### config.mk
export PLATFORM = sky130hd
export DESIGN_NAME = cfg_i2c_target
export DESIGN_NICKNAME = d
export VERILOG_FILES = /design/src/rtl/cfg_i2c_pkg.sv /design/src/rtl/i2c_line_sync.sv /design/src/rtl/cfg_reg_bank.sv /design/src/rtl/i2c_target_fsm.sv /design/src/rtl/cfg_i2c_target.sv
export SDC_FILE = /design/constraint.sdc
export NUM_CORES = 1
export LEC_CHECK = 0
export BUFFER_PORTS_ARGS = -buffer_cell sky130_fd_sc_hd__clkbuf_2
export CAP_MARGIN = 20
export CORE_ASPECT_RATIO = 1.75
export CORE_MARGIN = 2
export CORE_UTILIZATION = 35
export DETAILED_ROUTE_END_ITERATION = 10
export GPL_TIMING_DRIVEN = 0
export MAX_ROUTING_LAYER = met4
export PLACE_DENSITY = 0.58
export SYNTH_ARGS = -nofsm -noshare
export SYNTH_HDL_FRONTEND = slang
export SYNTH_SLANG_ARGS = --single-unit
### constraint.sdc
create_clock -name clk -period 6.3 [get_ports clk]
set_input_delay 0.315 -clock clk [delete_from_list [all_inputs] [get_ports clk]]
set_output_delay 0.315 -clock clk [all_outputs]
set_load 0.02 [all_outputs]
### src/rtl/cfg_i2c_pkg.sv
package cfg_i2c_pkg;

    localparam int BYTE_W     = 8;
    localparam int STATUS_REG = 1;
    localparam int STATUS_W   = 3;
    localparam int INIT_REG   = 10;
    localparam int INIT_BIT   = 5;
    localparam int RSV_FIRST  = 21;

    typedef enum logic [2:0] {
        S_IDLE,
        S_ADDR,
        S_ADDR_ACK,
        S_WR_BYTE,
        S_WR_ACK,
        S_RD_BYTE,
        S_RD_ACK,
        S_IGNORE
    } tgt_state_e;

    function automatic logic [BYTE_W-1:0] reg_default(input int idx);
        case (idx)
            0:       return 8'hA3;
            1:       return 8'h86;
            3:       return 8'h01;
            4:       return 8'hB4;
            5:       return 8'h06;
            8:       return 8'h04;
            9:       return 8'h01;
            13:      return 8'h0D;
            14:      return 8'h02;
            19:      return 8'h88;
            20:      return 8'h88;
            default: return 8'h00;
        endcase
    endfunction

    function automatic logic [BYTE_W-1:0] reg_wmask(input int idx);
        if (idx >= RSV_FIRST) return 8'h00;
        case (idx)
            STATUS_REG:   return 8'hF8;
            5, 12:        return 8'h1F;
            14, 16, 18:   return 8'h0F;
            default:      return 8'hFF;
        endcase
    endfunction

endpackage

### src/rtl/i2c_line_sync.sv
module i2c_line_sync #(
    parameter int STAGES = 2
) (
    input  logic clk,
    input  logic rst_n,
    input  logic scl_i,
    input  logic sda_i,
    output logic scl_s,
    output logic sda_s,
    output logic scl_rise,
    output logic scl_fall,
    output logic bus_start,
    output logic bus_stop
);
    logic [STAGES-1:0] scl_ff, sda_ff;
    logic              scl_p, sda_p;

    always_ff @(posedge clk or negedge rst_n) begin
        if (!rst_n) begin
            scl_ff <= '1;
            sda_ff <= '1;
            scl_p  <= 1'b1;
            sda_p  <= 1'b1;
        end else begin
            scl_ff <= {scl_ff[STAGES-2:0], scl_i};
            sda_ff <= {sda_ff[STAGES-2:0], sda_i};
            scl_p  <= scl_ff[STAGES-1];
            sda_p  <= sda_ff[STAGES-1];
        end
    end

    assign scl_s     = scl_ff[STAGES-1];
    assign sda_s     = sda_ff[STAGES-1];
    assign scl_rise  = scl_s & ~scl_p;
    assign scl_fall  = ~scl_s & scl_p;
    assign bus_start = scl_s & scl_p & sda_p & ~sda_s;
    assign bus_stop  = scl_s & scl_p & ~sda_p & sda_s;
endmodule

### src/rtl/cfg_reg_bank.sv
module cfg_reg_bank
    import cfg_i2c_pkg::*;
#(
    parameter int NREGS  = 32,
    parameter int ADDR_W = $clog2(NREGS)
) (
    input  logic                     clk,
    input  logic                     rst_n,
    input  logic [STATUS_W-1:0]      status_i,
    input  logic                     wr_en,
    input  logic [ADDR_W-1:0]        wr_addr,
    input  logic [BYTE_W-1:0]        wr_data,
    input  logic [ADDR_W-1:0]        rd_addr,
    output logic [BYTE_W-1:0]        rd_data,
    output logic [NREGS*BYTE_W-1:0]  regs_o,
    output logic                     init_pulse
);
    logic [BYTE_W-1:0] q    [NREGS];
    logic [BYTE_W-1:0] view [NREGS];

    for (genvar g = 0; g < NREGS; g++) begin : g_reg
        localparam logic [BYTE_W-1:0] DEF = reg_default(g);
        localparam logic [BYTE_W-1:0] MSK = reg_wmask(g);

        always_ff @(posedge clk or negedge rst_n) begin
            if (!rst_n)
                q[g] <= DEF;
            else if (wr_en && wr_addr == ADDR_W'(g))
                q[g] <= (wr_data & MSK) | (q[g] & ~MSK);
        end

        if (g == STATUS_REG) begin : g_status
            assign view[g] = {q[g][BYTE_W-1:STATUS_W], status_i};
        end else begin : g_plain
            assign view[g] = q[g];
        end

        assign regs_o[g*BYTE_W +: BYTE_W] = view[g];
    end

    assign rd_data = view[rd_addr];

    always_ff @(posedge clk or negedge rst_n) begin
        if (!rst_n)
            init_pulse <= 1'b0;
        else
            init_pulse <= wr_en && wr_addr == ADDR_W'(INIT_REG)
                          && wr_data[INIT_BIT] && !q[INIT_REG][INIT_BIT];
    end

    // the init strobe never lasts two cycles
    p_init_single_r9: assert property (@(posedge clk) disable iff (!rst_n)
        init_pulse |=> !init_pulse);

    // reserved registers keep their value across a write aimed at them
    p_reserved_hold_r8: assert property (@(posedge clk) disable iff (!rst_n)
        (wr_en && wr_addr >= ADDR_W'(RSV_FIRST))
        |=> $stable(regs_o[NREGS*BYTE_W-1:RSV_FIRST*BYTE_W]));
endmodule

### src/rtl/i2c_target_fsm.sv
module i2c_target_fsm
    import cfg_i2c_pkg::*;
#(
    parameter logic [6:0] DEV_ADDR = 7'h6E,
    parameter int         ADDR_W   = 5
) (
    input  logic              clk,
    input  logic              rst_n,
    input  logic              en_n,
    input  logic              scl_s,
    input  logic              sda_s,
    input  logic              scl_rise,
    input  logic              scl_fall,
    input  logic              bus_start,
    input  logic              bus_stop,
    input  logic [BYTE_W-1:0] rd_data,
    output logic [ADDR_W-1:0] rd_addr,
    output logic              wr_en,
    output logic [ADDR_W-1:0] wr_addr,
    output logic [BYTE_W-1:0] wr_data,
    output logic              sda_pull
);
    localparam int CNT_W = $clog2(BYTE_W + 1);
    localparam logic [CNT_W-1:0] LAST_BIT = CNT_W'(BYTE_W);

    tgt_state_e        state, nxt;
    logic [BYTE_W-1:0] shreg;
    logic [CNT_W-1:0]  bit_cnt;
    logic [ADDR_W-1:0] ptr;
    logic              rw_q, ptr_pend, mack_q, pull_raw;
    logic              byte_done, addr_hit;

    assign byte_done = (bit_cnt == LAST_BIT);
    assign addr_hit  = (shreg[BYTE_W-1:1] == DEV_ADDR);

    // next-state logic
    always_comb begin
        nxt = state;
        if (en_n || bus_stop)
            nxt = S_IDLE;
        else if (bus_start)
            nxt = S_ADDR;
        else begin
            unique case (state)
                S_IDLE:     nxt = S_IDLE;
                S_ADDR:     if (scl_fall && byte_done) nxt = addr_hit ? S_ADDR_ACK : S_IGNORE;
                S_ADDR_ACK: if (scl_fall) nxt = rw_q ? S_RD_BYTE : S_WR_BYTE;
                S_WR_BYTE:  if (scl_fall && byte_done) nxt = S_WR_ACK;
                S_WR_ACK:   if (scl_fall) nxt = S_WR_BYTE;
                S_RD_BYTE:  if (scl_fall && byte_done) nxt = S_RD_ACK;
                S_RD_ACK:   if (scl_fall) nxt = mack_q ? S_RD_BYTE : S_IGNORE;
                S_IGNORE:   nxt = S_IGNORE;
            endcase
        end
    end

    // state register
    always_ff @(posedge clk or negedge rst_n) begin
        if (!rst_n) state <= S_IDLE;
        else        state <= nxt;
    end

    // datapath: shifter, bit counter, pointer
    always_ff @(posedge clk or negedge rst_n) begin
        if (!rst_n) begin
            shreg    <= '0;
            bit_cnt  <= '0;
            ptr      <= '0;
            rw_q     <= 1'b0;
            ptr_pend <= 1'b0;
            mack_q   <= 1'b0;
        end else if (en_n || bus_start) begin
            bit_cnt <= '0;
        end else if (!bus_stop) begin
            case (state)
                S_ADDR: begin
                    if (scl_rise && !byte_done) begin
                        shreg   <= {shreg[BYTE_W-2:0], sda_s};
                        bit_cnt <= bit_cnt + 1'b1;
                    end
                    if (scl_fall && byte_done) rw_q <= shreg[0];
                end
                S_ADDR_ACK: if (scl_fall) begin
                    bit_cnt <= '0;
                    if (rw_q) begin
                        shreg <= rd_data;
                        ptr   <= ptr + 1'b1;
                    end else begin
                        ptr_pend <= 1'b1;
                    end
                end
                S_WR_BYTE: begin
                    if (scl_rise && !byte_done) begin
                        shreg   <= {shreg[BYTE_W-2:0], sda_s};
                        bit_cnt <= bit_cnt + 1'b1;
                    end
                    if (scl_fall && byte_done) begin
                        if (ptr_pend) begin
                            ptr      <= shreg[ADDR_W-1:0];
                            ptr_pend <= 1'b0;
                        end else begin
                            ptr <= ptr + 1'b1;
                        end
                    end
                end
                S_WR_ACK: if (scl_fall) bit_cnt <= '0;
                S_RD_BYTE: begin
                    if (scl_rise && !byte_done) bit_cnt <= bit_cnt + 1'b1;
                    if (scl_fall && !byte_done) shreg <= {shreg[BYTE_W-2:0], 1'b0};
                end
                S_RD_ACK: begin
                    if (scl_rise) mack_q <= ~sda_s;
                    if (scl_fall) begin
                        bit_cnt <= '0;
                        if (mack_q) begin
                            shreg <= rd_data;
                            ptr   <= ptr + 1'b1;
                        end
                    end
                end
                default: ;
            endcase
        end
    end

    // outputs
    always_comb begin
        unique case (state)
            S_ADDR_ACK, S_WR_ACK: pull_raw = 1'b1;
            S_RD_BYTE:            pull_raw = ~shreg[BYTE_W-1];
            default:              pull_raw = 1'b0;
        endcase
    end

    assign sda_pull = pull_raw & ~en_n;
    assign wr_en    = (state == S_WR_BYTE) && scl_fall && byte_done && !ptr_pend
                      && !en_n && !bus_stop && !bus_start;
    assign wr_addr  = ptr;
    assign wr_data  = shreg;
    assign rd_addr  = ptr;

    // a disabled target leaves the protocol and stops driving
    p_quiet_disabled_r2: assert property (@(posedge clk) disable iff (!rst_n)
        en_n |=> !pull_raw);

    // SDA drive only moves while SCL is low
    p_sda_hold_scl_high_r5: assert property (@(posedge clk) disable iff (!rst_n)
        (!en_n && !$past(en_n) && scl_s && $past(scl_s)) |-> $stable(sda_pull));

    // every stored byte advances the pointer by one, with wrap
    p_ptr_step_r3: assert property (@(posedge clk) disable iff (!rst_n)
        wr_en |=> (rd_addr == $past(wr_addr) + {{(ADDR_W-1){1'b0}}, 1'b1}));
endmodule

### src/rtl/cfg_i2c_target.sv
module cfg_i2c_target
    import cfg_i2c_pkg::*;
#(
    parameter int         NREGS       = 32,
    parameter logic [6:0] DEV_ADDR    = 7'h6E,
    parameter int         SYNC_STAGES = 2
) (
    input  logic                    clk,
    input  logic                    rst_n,
    input  logic                    scl_i,
    input  logic                    sda_i,
    input  logic                    en_n,
    input  logic [STATUS_W-1:0]     status_i,
    output logic                    sda_pull_o,
    output logic [NREGS*BYTE_W-1:0] regs_o,
    output logic                    init_pulse_o
);
    localparam int ADDR_W = $clog2(NREGS);

    logic scl_s, sda_s, scl_rise, scl_fall, bus_start, bus_stop;
    logic wr_en;
    logic [ADDR_W-1:0] wr_addr, rd_addr;
    logic [BYTE_W-1:0] wr_data, rd_data;

    i2c_line_sync #(.STAGES(SYNC_STAGES)) u_sync (
        .clk(clk), .rst_n(rst_n), .scl_i(scl_i), .sda_i(sda_i),
        .scl_s(scl_s), .sda_s(sda_s), .scl_rise(scl_rise), .scl_fall(scl_fall),
        .bus_start(bus_start), .bus_stop(bus_stop)
    );

    i2c_target_fsm #(.DEV_ADDR(DEV_ADDR), .ADDR_W(ADDR_W)) u_fsm (
        .clk(clk), .rst_n(rst_n), .en_n(en_n), .scl_s(scl_s), .sda_s(sda_s),
        .scl_rise(scl_rise), .scl_fall(scl_fall), .bus_start(bus_start),
        .bus_stop(bus_stop), .rd_data(rd_data), .rd_addr(rd_addr),
        .wr_en(wr_en), .wr_addr(wr_addr), .wr_data(wr_data), .sda_pull(sda_pull_o)
    );

    cfg_reg_bank #(.NREGS(NREGS), .ADDR_W(ADDR_W)) u_bank (
        .clk(clk), .rst_n(rst_n), .status_i(status_i), .wr_en(wr_en),
        .wr_addr(wr_addr), .wr_data(wr_data), .rd_addr(rd_addr),
        .rd_data(rd_data), .regs_o(regs_o), .init_pulse(init_pulse_o)
    );
endmodule

# Yosys cells after proc, flatten, opt, wreduce, memory -nomap -nowiden
# Cells that the tools add are included.
# W data, S select, Z words.
# classes
shifts	0
addsub	2
n_lt_le_gt_ge	1
n_reduce_logical	57
eq_ne	46
multipliers	0
div_mod_pow	0
n_mux	39
bitwise	23
# ops
op	n
$mux W8	8
$bmux W8 S5	1
$eq A5 B4 Y1 const B	8
$logic_and A1 B1 Y1	32
$pmux W8 S4	1
$mux W3	10
$mux W5	6
$eq A5 B5 Y1 const B	5
$ne A4 B1 Y1 const B	6
$or A4 B8 Y8	3
$pmux W3 S8	1
$eq A5 B3 Y1 const B	4
$mux W4	4
$or A5 B8 Y8	2
$pmux W5 S3	1
$ne A2 B1 Y1 const B	7
$eq A3 B3 Y1 const B	4
$reduce_and A4 Y1	3
$reduce_and A6 Y1	2
$eq A5 B2 Y1 const B	2
$reduce_and A9 Y1	1
$and A1 B1 Y1	8
$not A1 Y1	8
$or A8 B3 Y8	1
25 further kinds	40
# totals
ramBits	0
romBits	0
reg_bits	198
word_cells	201
n_memories	0
latch_bits	0
in_bits	8

# Logic depth before layout (Yosys ltp)
# logic_depth
word_depth	11
depth_mapped	9
mapped_depth_nobuf	7

# Cells and area by module
# From an unflattened synthesis, not the netlist that was laid out.
# hier_totals
hier_cells	786
hier_area_um2	9756.9
# by_module_without_submodules
mod	instances	cells_each	seq_area_each_um2	area_each_um2
cfg_reg_bank	1	618	3731.1	7981.4
i2c_target_fsm	1	158	575.6	1585.3
i2c_line_sync	1	10	157.7	190.2

# Least setup slack after synthesis
# OpenSTA, ideal clock, no wires.
# synth_timing
path_type	register to register
startpoint	register u_fsm.ptr[1] (netlist: u_fsm.rd_addr[1])
endpoint	register u_bank.q, in the netlist u_bank.regs_o[100]
path_stages_with_launch	9
path_buffers	3
arrival_time_ns	2.382
required_ns	6.175
setup_slack_ns	3.794
setup_time_ns	0.125
cell_sequence	dfrtp_1 > buf_2 > buf_2 > clkbuf_1 > inv_1 > ha_1 > nor2b_1 > nand4_1 > mux2_2
# synth_via
elab_chain_cells	2
# synth_rtl
item	line_no	rtl
start: declaration	i2c_target_fsm.sv:29	logic [ADDR_W-1:0] ptr;
start signal: assignment	i2c_target_fsm.sv:87	ptr <= ptr + 1'b1;
start signal: assignment	i2c_target_fsm.sv:99	ptr <= shreg[ADDR_W-1:0];
start signal: assignment	i2c_target_fsm.sv:102	ptr <= ptr + 1'b1;
$eq A5 B4 Y1	cfg_reg_bank.sv:28	else if (wr_en && wr_addr == ADDR_W'(g))
$logic_and A1 B1 Y1	cfg_reg_bank.sv:28	
end signal: indexed assignment	cfg_reg_bank.sv:29	q[g] <= (wr_data & MSK) | (q[g] & ~MSK);
end: declaration	cfg_reg_bank.sv:18	logic [BYTE_W-1:0] q [NREGS];
# No other way between the ends.
# A chain may end at the register's enable or synchronous reset.

# Worst setup path after layout
# layout_timing
startpoint	register u_fsm.ptr[1] (netlist: u_fsm.rd_addr[1])
endpoint	register u_bank.q, in the netlist u_bank.regs_o[97]
# Same word-level chain as after synthesis.

==> impl_metrics.json <==
{
  "status": "finished clean",
  "synth_flop_cell": "dfrtp_1",
  "endpoint": "u_bank.regs_o[97]",
  "vias_per_cell": 4.95,
  "place_congestion": 0.912,
  "synth_top_area_cell": "dfrtp_1",
  "sw_frac_of_total": 0.365,
  "fin_ws_ns": 2.80,
  "period_share": 0.555,
  "seq_area_frac_synth": 0.453,
  "ctsRootBufferMaster": "clkbuf_16",
  "r2r_end": "u_bank.regs_o[97]",
  "dp.cells": 1430,
  "dp_hpwl_um": 24300,
  "r2r_start": "u_fsm.rd_addr[1]",
  "combPwrFrac": 0.292,
  "clockBufferDepth": 2,
  "worst_slew_pin_slew_ns": 1.11,
  "busiest_layer": "met2",
  "antenna_found_initial": 0,
  "grt.overflow.total": 0,
  "synth_edf_count": 0,
  "routed_wl_um": 31900,
  "vdd.ir_drop.worst_v": 0.000182,
  "drv_cap": 0,
  "grt_pass1_wl_um": 45400,
  "max_freq_mhz": 286,
  "first_iter_violations": 454,
  "cts_tree": "done",
  "clk_latency_ns": 0.45,
  "synth_area_leaders": "dfrtp_1 38%, mux2_2 16%, buf_4 8.3%",
  "io_pins": 266,
  "grt_setup_unrepaired": "no",
  "p_clk_frac": 0.341,
  "critPathKind": "reg -> reg",
  "cts.sinks": 177,
  "hold_slack_ns": 0.276,
  "cts_hold_buffers": 3,
  "tns_ns": 0,
  "finalInstanceArea_um2": 12200,
  "p_total_mw": 3.36,
  "synth.cell_area_um2": 9860,
  "p_sw_mw": 1.23,
  "final_core_util": 0.438,
  "reg2reg_slack_ns": 2.80,
  "drc_errors": 0,
  "coreArea_um2": 27900,
  "htreeDepth": 4,
  "die_w_um": 131,
  "post_cts_buffers": 0,
  "clk_pin_slew_ns": 0.07,
  "drive_above_1_share": 0.509,
  "ctsResizeCount": 0,
  "drtAntennaViolNets": 0,
  "maxSlewHeadroom": 0.257,
  "avgSynthCellArea_um2": 12.5,
  "yosysTopAreaCellShare": 0.378,
  "areaGrowthSynthToFinish_pct": 23.8,
  "crit_required_ns": 6.63,
  "num-nets-final": 1094,
  "use_met2": 0.399,
  "grt_usage": 0.220,
  "synthTopCellsByCount": "149 x dfrtp_1, 141 x mux2_2, 109 x buf_4",
  "hp-class": "in -> reg",
  "ys_async_sr_fraction": 1.00,
  "crit_path_max_fanout": 10,
  "p_int_mw": 2.13,
  "dr.pass1.iters": 5,
  "io_buffers": 159,
  "worstPathArrival_ns": 3.83,
  "initial_core_util": 0.354,
  "endpoint_kind": "flop",
  "yosys_warnings": 0,
  "diodes": 0,
  "startpoint_type": "flop",
  "dieArea_um2": 29600,
  "slew_violations": 0,
  "grtUsageMet3": 0.0360,
  "finalHoldViolations": 0,
  "synth.most_common_cell": "dfrtp_1",
  "grt_pass1_vias": 6989,
  "placed_area_um2": 11600,
  "ys_seq_elements": 177,
  "final_cell_count_no_fill": 1465,
  "grt_max_degree": 107,
  "power_leakage_nw": 6.25,
  "num_rows": 81,
  "cts_buffers": 17,
  "power.share.sequential": 0.368,
  "fin_crit_ns": 3.50,
  "fp.dieH_um": 226,
  "wl_per_cell_um": 21.8,
  "vias": 7253,
  "grt_use_met1": 0.239,
  "place_ws_ns": 2.87,
  "ys_types": 69,
  "pwr_density_cell_nw_per_um2": 275,
  "ff2ff_path_depth": 8,
  "skew_ns": 0.00877,
  "synthCells": 792,
  "crit_path_start": "u_fsm.rd_addr[1]",
  "finalSetupViolations": 0
}
-- metal layers --
metal | vias to the layer above | share of wire
met4 | 0 | 0.030
met1 | 3642 | 0.37
li1 | 3246 | -
met5 | - | 0
met3 | 47 | 0.056
met2 | 318 | 0.55
-- cells in the final DEF (no fill, tap or decap), types with 17 or more instances in the layout --
cell / synthesis / final
clkbuf_2: 0 / 158
mux2_2: 141 / 141
clkbuf_1: 19 / 19
mux2i_1: 22 / 22
conb_1: 1 / 106
dfstp_2: 28 / 28
nand2_1: 21 / 21
a21oi_1: 23 / 23
mux2_4: 32 / 32
clkbuf_16: 0 / 17
buf_4: 109 / 109
nor2_1: 23 / 23
dfrtp_1: 149 / 149
-- logic make-up after synthesis --
logic type                 after synthesis  share of synthesized area
muxes                                  208                      0.262
DFF                                    177                      0.453
buffers and inverters                  164                      0.115
and+or+nand+nor                        125                     0.0855
AOI/OAI and AO/OA                      109                     0.0754
adders and majority gates                7                    0.00888
other                                    1                   0.000380
xor gates and xnor gates                 1                   0.000888
-- cell type report --
| type | count | area [µm²] |
|---|---|---|
| fill | 2629 | 15700 |
| timing repair buffer | 163 | 862 |
| multi-input combinational | 556 | 4660 |
| buffer | 155 | 1100 |
| sequential | 177 | 4460 |
| inverter | 9 | 33.8 |
| clock inverter | 13 | 173 |
| tap | 373 | 467 |
| clock buffer | 19 | 453 |
-- critical path, cell delays in order, from the launching register on --
cell      delay, ns
dfrtp_1        0.49
buf_2          0.27
buf_2          0.32
clkbuf_1       0.38
inv_1          0.17
ha_1           0.22
nor2b_1        0.59
nand4_1        0.50
mux2_2         0.42
-- state kept, by name (all words and copies together) (netlist names) --
register,cells
u_fsm.state,3
u_sync.sda_p,1
u_sync.sda_ff,2
u_bank.regs_o,147
u_sync.scl_ff,2
u_fsm.wr_data,8
u_fsm.mack_q,1
u_fsm.rd_addr,5
u_fsm.ptr_pend,1
u_fsm.rw_q,1
u_fsm.bit_cnt,4
u_sync.scl_p,1
u_bank.init_pulse,1
-- power by group through the flow --
| stage | clock network [mW] | registers, mW | logic [mW] |
|---|---|---|---|
| after CTS | 1.16 | 1.23 | 0.974 |
| after global placement | 0 | 1.25 | 0.961 |
| after global routing | 1.20 | 1.24 | 1.04 |
| after detailed placement | 0 | 1.25 | 0.970 |
| final | 1.15 | 1.24 | 0.981 |
| after floorplan | 0 | 1.23 | 0.633 |
-- how the worst min path moves through the flow --
stage                                 from           endpoint  slack (ns)  cells past startpoint
after floorplan                      rst_n  u_bank.init_pulse        0.02                      0
final                                 en_n     u_fsm.state[0]        0.28                      3
after detailed placement  u_sync.scl_ff[0]   u_sync.scl_ff[1]        0.35                      0
after global routing                  en_n     u_fsm.state[0]        0.31                      3
after global placement    u_sync.sda_ff[0]   u_sync.sda_ff[1]        0.35                      0
after CTS                             en_n     u_fsm.state[0]        0.27                      3
No activity file was read; power rests on OpenSTA's default activity.
